**config.mk**
```make
export PLATFORM = sky130hd
export DESIGN_NAME = wa_dma_ep_adapter
export DESIGN_NICKNAME = d
export VERILOG_FILES = /design/src/rtl/wa_pkg.sv /design/src/rtl/wa_cfg_reg.sv /design/src/rtl/wa_ep_decode.sv /design/src/rtl/wa_lane_shaper.sv /design/src/rtl/wa_dma_ep_adapter.sv
export SDC_FILE = /design/constraint.sdc
export NUM_CORES = 1
export LEC_CHECK = 0
export BUFFER_PORTS_ARGS = -buffer_cell sky130_fd_sc_hd__buf_4
export CORE_ASPECT_RATIO = 1.25
export CORE_MARGIN = 2
export CORE_UTILIZATION = 25
export CTS_BUF_LIST = sky130_fd_sc_hd__clkbuf_8
export CTS_CLUSTER_SIZE = 12
export DETAILED_ROUTE_END_ITERATION = 10
export PLACE_DENSITY_LB_ADDON = 0.2
export SYNTH_ARGS = -nofsm -noshare
export SYNTH_HDL_FRONTEND = slang
export SYNTH_SLANG_ARGS = --single-unit
```
**constraint.sdc**
```tcl
create_clock -name clk -period 1.6 [get_ports clk]
set_input_delay 0.32 -clock clk [delete_from_list [all_inputs] [get_ports clk]]
set_output_delay 0.32 -clock clk [all_outputs]
set_load 0.05 [all_outputs]
```
**src/rtl/wa_pkg.sv**
```systemverilog
package wa_pkg;
  localparam int unsigned REG_W = 32;

  function automatic logic [1:0] lane_mask(input logic valid, input logic narrow);
    if (!valid) return 2'b00;
    if (narrow) return 2'b01;
    return 2'b11;
  endfunction

  function automatic logic [15:0] shape_data(input logic narrow, input logic [15:0] d);
    return narrow ? {8'h00, d[7:0]} : d;
  endfunction
endpackage

```
**src/rtl/wa_cfg_reg.sv**
```systemverilog
module wa_cfg_reg #(
  parameter int NUM_EP = 5,
  parameter int REG_W  = 32
) (
  input  logic              clk,
  input  logic              rst_n,
  input  logic              wr,
  input  logic [NUM_EP-1:0] wdata,
  output logic [NUM_EP-1:0] en_q,
  output logic [REG_W-1:0]  rdata
);
  localparam int PAD_W = REG_W - NUM_EP;

  always_ff @(posedge clk or negedge rst_n) begin
    if (!rst_n)  en_q <= '0;
    else if (wr) en_q <= wdata;
  end

  assign rdata = {{PAD_W{1'b0}}, en_q};
endmodule

```
**src/rtl/wa_ep_decode.sv**
```systemverilog
module wa_ep_decode #(
  parameter int                ADDR_W    = 8,
  parameter int                NUM_EP    = 5,
  parameter logic [ADDR_W-1:0] EP_BASE   = 8'h10,
  parameter int                EP_STRIDE = 4
) (
  input  logic [ADDR_W-1:0] addr,
  output logic [NUM_EP-1:0] hit
);
  for (genvar k = 0; k < NUM_EP; k++) begin : g_ep
    localparam logic [ADDR_W-1:0] EP_ADDR = EP_BASE + ADDR_W'(k * EP_STRIDE);
    assign hit[k] = (addr == EP_ADDR);
  end
endmodule

```
**src/rtl/wa_lane_shaper.sv**
```systemverilog
module wa_lane_shaper (
  input  logic        valid,
  input  logic        dir_in,
  input  logic        last,
  input  logic        sel_en,
  input  logic [15:0] din,
  output logic        narrow,
  output logic [1:0]  be,
  output logic [15:0] dout
);
  import wa_pkg::*;

  assign narrow = valid & dir_in & last & sel_en;
  assign be     = lane_mask(valid, narrow);
  assign dout   = shape_data(narrow, din);
endmodule

```
**src/rtl/wa_dma_ep_adapter.sv**
```systemverilog
module wa_dma_ep_adapter #(
  parameter int                ADDR_W    = 8,
  parameter int                NUM_EP    = 5,
  parameter logic [ADDR_W-1:0] EP_BASE   = 8'h10,
  parameter int                EP_STRIDE = 4
) (
  input  logic              clk,
  input  logic              rst_n,
  input  logic              cfg_wr,
  input  logic [31:0]       cfg_wdata,
  output logic [31:0]       cfg_rdata,
  input  logic              dma_valid,
  input  logic [ADDR_W-1:0] dma_addr,
  input  logic [15:0]       dma_data,
  input  logic              dma_in,
  input  logic              dma_last,
  output logic              ep_valid,
  output logic [ADDR_W-1:0] ep_addr,
  output logic [15:0]       ep_data,
  output logic [1:0]        ep_be
);
  logic [NUM_EP-1:0] en_q;
  logic [NUM_EP-1:0] ep_hit;
  logic              sel_en;
  logic              narrow;
  logic              unused_hi;

  assign unused_hi = ^cfg_wdata[31:NUM_EP];

  wa_cfg_reg #(.NUM_EP(NUM_EP), .REG_W(32)) u_cfg (
    .clk(clk), .rst_n(rst_n), .wr(cfg_wr), .wdata(cfg_wdata[NUM_EP-1:0]),
    .en_q(en_q), .rdata(cfg_rdata)
  );

  wa_ep_decode #(.ADDR_W(ADDR_W), .NUM_EP(NUM_EP), .EP_BASE(EP_BASE),
                 .EP_STRIDE(EP_STRIDE)) u_dec (
    .addr(dma_addr), .hit(ep_hit)
  );

  assign sel_en = |(ep_hit & en_q);

  wa_lane_shaper u_shape (
    .valid(dma_valid), .dir_in(dma_in), .last(dma_last), .sel_en(sel_en),
    .din(dma_data), .narrow(narrow), .be(ep_be), .dout(ep_data)
  );

  assign ep_valid = dma_valid;
  assign ep_addr  = dma_addr;
endmodule

```
---- Yosys cells after proc, flatten, opt, wreduce, memory -nomap -nowiden ----
Index checks and enable logic that the tools add are counted.
word-level totals
  flip-flop bits (word level) ............. 5
cells by class
  equality and inequality tests ........... 5
  mux-type cells .......................... 7
  bitwise operators ....................... 4
  reduce and logical (&&, ||, !) cells .... 1
operator list
  kind                                                             number
  8-bit by 5-bit == test with 1-bit output, second input constant  4
  16-bit two-way mux                                               1
  8-bit by 6-bit == test with 1-bit output, second input constant  1
  2-bit two-way mux                                                4
  5-bit bitwise AND                                                1
  5-bit OR reduction                                               1
  1-bit bitwise AND                                                3
  1-bit two-way mux                                                2

---- Depth between registers and ports, before layout ----
Gate-level depths: netlist of the first run.
  depth in word-level cells ............... 8
  mapped depth ............................ 3
  mapped depth without buffers ............ 3

---- Cells and area by module ----
From an unflattened synthesis of the first run, not the netlist that was laid out.
unflattened totals
  cell total of the unflattened synthesis .. 87
  area, all modules ....................... 753.2 µm²
by module, submodules not included
  module             times used  cells an instance  area each (µm²)  sequential area each (µm²)
  wa_cfg_reg         1           43                 425.4            125.1
  wa_lane_shaper     1           21                 155.1            0.0
  wa_dma_ep_adapter  1           12                 88.8             0.0
  wa_ep_decode       1           11                 83.8             0.0

---- Worst setup path before layout of the first run ----
Ideal clock, no wire load.
  kind .................................... reg-to-output
  start point ............................. reg u_cfg.en_q[0]
  end point ............................... out ep_be[1]
  arrival ................................. 1.910 ns
  required time ........................... 1.280 ns
  setup slack ............................. -0.630 ns
  stages on the path, launching flop included .. 4
  path buffers ............................ 0
  cell sequence ........................... dfrtp_1 nor3_1 o21ai_1 a31oi_1
between the ends
  longest elaborated chain between the ends .. 7
  elaborated cells between the ends (all ways) .. 8
RTL lines
  item                             RTL line                 RTL
  start, declared                  wa_cfg_reg.sv:9          output logic [NUM_EP-1:0] en_q,
  start signal, assigned           wa_cfg_reg.sv:16         else if (wr) en_q <= wdata;
  5-bit bitwise AND *              wa_dma_ep_adapter.sv:40  assign sel_en = |(ep_hit & en_q);
  5-bit OR reduction *             wa_dma_ep_adapter.sv:40
  1-bit bitwise AND *              wa_lane_shaper.sv:13     assign narrow = valid & dir_in & last & sel_en;
  1-bit two-way mux (2 in series)  wa_pkg.sv:6              if (narrow) return 2'b01;
  2-bit two-way mux *              wa_pkg.sv:7              return 2'b11;
  2-bit two-way mux *              wa_pkg.sv:6
  end, declared                    wa_dma_ep_adapter.sv:20  output logic [1:0] ep_be
Mark *: on every way between the ends. The rest lies on a longest branch, timed or not. The select of a mux whose other input is x is not followed.

---- Worst setup path in the final report of the first run ----
  start point ............................. in dma_addr[0]
  end point ............................... out ep_data[12]
between the ends
  longest elaborated chain between the ends .. 5
  elaborated cells between the ends (all ways) .. 9
RTL lines
  item                                                                                                  RTL line                 RTL
  start, declared                                                                                       wa_dma_ep_adapter.sv:13  input logic [ADDR_W-1:0] dma_addr,
  8-bit by 5-bit == test with 1-bit output or 8-bit by 6-bit == test with 1-bit output (tied branches)  wa_ep_decode.sv:12       assign hit[k] = (addr == EP_ADDR);
  5-bit bitwise AND *                                                                                   wa_dma_ep_adapter.sv:40
  5-bit OR reduction *                                                                                  wa_dma_ep_adapter.sv:40
  1-bit bitwise AND *                                                                                   wa_lane_shaper.sv:13
  16-bit two-way mux *                                                                                  wa_pkg.sv:11             return narrow ? {8'h00, d[7:0]} : d;
  end, declared                                                                                         wa_dma_ep_adapter.sv:19  output logic [15:0] ep_data,
Mark *: on every way between the ends. The rest lies on a longest branch, timed or not.

==> flow_summary.ini, run 1 <==
[clocking]
worstSkewPairLatency_ps = 210
numCtsBuffers = 3
cts-root-buf = clkbuf_8
htreeDepth = 1
path_clk_slew_ps = 30
cts_buffer_depth = 2
clock-sinks = 5
cts_tree = built

[worst_setup_path]
cp.required_ps = 1280
end_kind = output port
critical_path.max_stage_delay_ps = 390
path_buf_inv = 4
cp.arrival_ps = 1580
cp_cell_sequence = buf_6 > or3b_4 > a2111oi_4 > buf_4 > clkbuf_16 > a31oi_4 > buf_6
crit_slowest_cell = or3b_4
crit_path_max_fanout = 4
crit_type = input port to output port
path_common_cell = buf_6
crit_family = buffers and inverters
worst_setup_path_start_kind = input port

[final_layout]
fillers = 263
syn_to_final_growth_pct = 72.0
top_regs = u_cfg.en_q x5
drive_gt1_frac = 0.659
largest_reg_flops = 5
top_register = u_cfg.en_q
instances_no_fill = 163
nets = 192
antenna_cells = 0

[synth]
yosys-top-cells-count = buf_4, inv_1, a31oi_1, dfrtp_1, mux2_2
synth_top_area_frac = 0.479
synthArstFlopShare = 1.00
postSynthAreaPerCell_sq_um = 8.40
syn-cell-area_sq_um = 706
seq_area_frac_synth = 0.177
synth_edf_count = 0
synth_ff_type = dfrtp_1
synth_area_leader_cell = buf_4
syn_inst = 84
synth.area.top_cells = buf_4, dfrtp_1, a31oi_1
yosysWarnings = 0
ys_types = 14
yosysMostFrequentCell = buf_4
ys_ff_latch = 5

[sta]
post-route-period-util = 1.19
finalWorstSetupSlack_ps = -304
holdWs_ps = 336
slew_viol_final = 0
hold_viol_final = 0
rsz0062_at_grt = true
fmax_ghz = 0.525
fin_crit_ps = 1900
finClkSkew_ps = 0
finalSetupViolCount = 9

[placement]
dp_hpwl_mm = 1.33
dp.cells = 155
io_buffers = 50
gp_congestion = 0.653
place_ws_ps = -391

[grt]
grt_use_total = 0.0881
grt_max_degree = 10
grt_first_pass_wirelength_mm = 2.24
antenna_found_initial = 0
grt_pass1_vias = 545
overflow = 0

[run]
max-cap-violations = 0

[route]
drt_iter0_markers = 0
drtPass1Iterations = 1
final_antenna_net_count = 0
viasPerCell = 3.94
drc = 0
avgRoutedWirePerCell_um = 9.72
vias = 642
routed_wl_mm = 1.59

[run_status]
violations = setup timing
status = finished, violations left

[floorplan]
die_width_um = 51.5
rows = 21
die_area_sq_um = 3270
initial_core_util = 0.263
dieHeight_um = 63.4
core_area_sq_um = 2680
io_pins = 121

[worst_hold_path]
hold_path.class = input port to register

[power]
p_leak_nw = 0.602
power.total_w = 0.000879
p_per_area_nw_per_um2 = 724
vdd_ir_drop_max_v = 0.000478
-- through the flow --
stage / utilization / area [sq um] / setup TNS [ps]
final: 0.453 / 1210 / -2610
after global routing: 0.453 / 1210 / -3060
after CTS: 0.415 / 1110 / -3090
after detailed placement: 0.379 / 1020 / -3480
after global placement: 0.379 / 1020 / -3440
after floorplan: - / 878 / -4440
-- routing by layer --
metal	part of all wire	vias up	global-route usage
met3	0.12	2	0.0118
met2	0.54	52	0.171
li1	-	300	-
met4	0.0013	0	0.0428
met5	0	-	0
met1	0.33	288	0.0861
-- final timing paths --
path | endpoint | cells past startpoint | startpoint | slack, ps
setup / recovery | ep_data[12] | 7 | dma_addr[0] | -300
hold / removal | u_cfg.en_q[0]$_DFFE_PN0P_ | 2 | cfg_wdata[0] | 340
setup reg to reg | u_cfg.en_q[4]$_DFFE_PN0P_ | 1 | u_cfg.en_q[4]$_DFFE_PN0P_ | 800
hold reg to reg | u_cfg.en_q[1]$_DFFE_PN0P_ | 1 | u_cfg.en_q[1]$_DFFE_PN0P_ | 540
max in group asynchronous | u_cfg.en_q[1]$_DFFE_PN0P_ | 2 | rst_n | 1040
min in group asynchronous | u_cfg.en_q[2]$_DFFE_PN0P_ | 2 | rst_n | 440
-- power breakdown --
| group | total (W) | switching (W) | leakage, nW | internal, W |
|---|---|---|---|---|
| clock network | 0.000221 | 0.0000572 | 0.0269 | 0.000164 |
| logic | 0.000505 | 0.000358 | 0.519 | 0.000146 |
| registers | 0.000153 | 0.0000116 | 0.0565 | 0.000141 |
| total | 0.000879 | 0.000427 | 0.602 | 0.000452 |
-- layout by cell type, fill, tap and decap left out, types with 2 or more instances in the layout --
cell type and instances:
buf_6 11, buf_4 46, dfrtp_2 2, dfrtp_1 3
clkbuf_8 3, inv_1 11, a31oi_4 4, conb_1 27
a31oi_2 5, mux2_2 5, o21ai_4 2
-- what timing repair did --
action                                 in CTS  in global routing
hold buffers                                1                  0
gates resized for setup                    11                  7
buffers inserted                            0                  2
pin swaps                                   0                  5
gates cloned                                0                  1
setup endpoints to repair                   9                  9
endpoints found under the hold margin       5                  0
-- kinds of logic (layout without fill, tap and decap cells) --
logic type,Yosys count,count (layout),synth area share
AO/OA/AOI/OAI,14,14,0.152
other,1,27,0.00531
AND/OR/NAND/NOR,3,3,0.0390
flip-flops,5,5,0.177
multiplexers,6,6,0.0940
buffers and inverters,55,74,0.532
-- layout make-up --
| type | instances | area, sq um | area share |
|---|---|---|---|
| Multi-Input combinational cell | 50 | 437 | 0.360 |
| Clock buffer | 3 | 41.3 | 0.0340 |
| Clock inverter | 1 | 3.75 | 0.00309 |
| Inverter | 10 | 37.5 | 0.0309 |
| Tap cell | 34 | 42.5 | 0.0351 |
| Timing Repair Buffer | 60 | 524 | 0.432 |
| Sequential cell | 5 | 128 | 0.105 |
Power figures use the tool's default switching activity.
==> run 2: changes to the inputs <==
--- a/config.mk
+++ b/config.mk
@@ -6,9 +6,11 @@
 export NUM_CORES = 1
 export LEC_CHECK = 0
 export BUFFER_PORTS_ARGS = -buffer_cell sky130_fd_sc_hd__buf_4
+export CELL_PAD_IN_SITES_DETAIL_PLACEMENT = 1
+export CELL_PAD_IN_SITES_GLOBAL_PLACEMENT = 1
 export CORE_ASPECT_RATIO = 1.25
 export CORE_MARGIN = 2
-export CORE_UTILIZATION = 25
+export CORE_UTILIZATION = 14
 export CTS_BUF_LIST = sky130_fd_sc_hd__clkbuf_8
 export CTS_CLUSTER_SIZE = 12
 export DETAILED_ROUTE_END_ITERATION = 10
==> flow_summary.ini, run 2 (synthesis results as in run 1) <==
[final_layout]
regArea_sq_um = 128
fillers = 583
top_register = u_cfg.en_q
nets = 191
fin_util = 0.249
top_regs = u_cfg.en_q x5
drive_gt1_frac = 0.656
final_common_cell = buf_4
instances_no_fill = 188
syn_to_final_growth_pct = 69.5
largest_reg_flops = 5
multi_input_area_sq_um = 412
final_cell_mix = buf_4, conb_1, inv_1, buf_6, a31oi_2
antenna_cells = 0

[sta]
holdWs_ps = 340
hold_viol_final = 0
fin_crit_ps = 1860
post-route-period-util = 1.16
rsz0062_at_grt = true
finalSetupViolCount = 9
finClkSkew_ps = 0
finalWorstSetupSlack_ps = -263
fmax_ghz = 0.537
slew_viol_final = 0

[power]
p_leak_nw = 0.589
power.total_w = 0.000886
vdd_ir_drop_max_v = 0.000491
p_per_area_nw_per_um2 = 741

[placement]
io_buffers = 50
place_ws_ps = -409
dp_hpwl_mm = 1.68
dp.cells = 183
gp_congestion = 0.676

[worst_setup_path]
crit_path_max_fanout = 9
r2r-start = u_cfg.en_q[4]$_DFFE_PN0P_
worst_setup_path_start_kind = input port
crit_start = dma_addr[1]
crit_slowest_cell = or3b_4
crit_type = input port to output port
cp.required_ps = 1280
critical_path.max_stage_delay_ps = 390
crit_family = buffers and inverters
path_buf_inv = 3
cp.arrival_ps = 1540
end_kind = output port
cp_cell_sequence = buf_6 > or3b_4 > a2111oi_4 > buf_12 > a31oi_2 > buf_6
path_common_cell = buf_6

[floorplan]
io_pins = 121
dieHeight_um = 83.4
die_width_um = 67.5
die_area_sq_um = 5630
core_area_sq_um = 4800
rows = 28
initial_core_util = 0.147

[grt]
overflow = 0
grt_first_pass_wirelength_mm = 2.81
grt_max_degree = 10
grt_use_total = 0.0632
antenna_found_initial = 0
grt_pass1_vias = 637

[clocking]
clock-sinks = 5
cts_tree = built
path_clk_slew_ps = 40
numCtsBuffers = 3
cts_setup_buffers = 0
cts_buffer_depth = 2
worstSkewPairLatency_ps = 220
cts-root-buf = clkbuf_8
htreeDepth = 1

[run_status]
violations = setup timing
status = finished, violations left

[route]
viasPerCell = 3.33
final_antenna_net_count = 0
avgRoutedWirePerCell_um = 10.1
drc = 0
drtPass1Iterations = 2
routed_wl_mm = 1.90
vias = 626
drt_iter0_markers = 7

[worst_hold_path]
min-delay-start = cfg_wdata[2]
hold_path.class = input port to register

[run]
max-cap-violations = 0
-- run 2: cell count changes in the layout (fill, tap and decap cells not counted), sizes merged --
| cell | before | now |
|---|---|---|
| clkbuf | 4 | 3 |
-- run 2: where the power goes --
part | total, W | switching (W) | internal, W
Clock | 0.000223 | 0.0000593 | 0.000164
Combinational | 0.000513 | 0.000361 | 0.000151
Sequential | 0.000150 | 0.00000883 | 0.000141
-- run 2: final timing paths --
kind | to | depth (start not counted) | slack (ps)
min reg2reg | u_cfg.en_q[0]$_DFFE_PN0P_ | 1 | 590
min | u_cfg.en_q[2]$_DFFE_PN0P_ | 2 | 340
min in group asynchronous | u_cfg.en_q[0]$_DFFE_PN0P_ | 2 | 440
max | ep_data[9] | 6 | -260
max reg2reg | u_cfg.en_q[4]$_DFFE_PN0P_ | 2 | 700
max in group asynchronous | u_cfg.en_q[1]$_DFFE_PN0P_ | 2 | 1040
-- run 2: layout make-up --
class                   instances  area share
multi-input cells              50       0.344
well taps                      60      0.0628
inverters                      10      0.0314
clock buffers                   3      0.0345
repair buffers                 59       0.417
clock inverters                 1     0.00314
flip-flops and latches          5       0.107
-- run 2: timing repair --
action / CTS / global route
resized for setup: 11 / 4
setup endpoints to repair: 9 / 9
pin swaps: 0 / 1
endpoints found under the hold margin: 5 / 0
cloned: 0 / 0
hold buffers: 1 / 0
-- run 2: through the flow --
stage / cell area (sq um) / TNS [ps]
global route: 1200 / -2650
detailed placement: 1060 / -3570
global placement: 1060 / -3540
floorplan: 878 / -4440
finish: 1200 / -2230
CTS: 1160 / -3180
-- run 2: per-layer routing --
layer,global-route usage,up-vias,wire length (um)
met5,0,-,0
met4,0.0241,0,0
met3,0.00949,0,189
met2,0.122,46,1060
met1,0.0639,289,646
li1,-,291,-
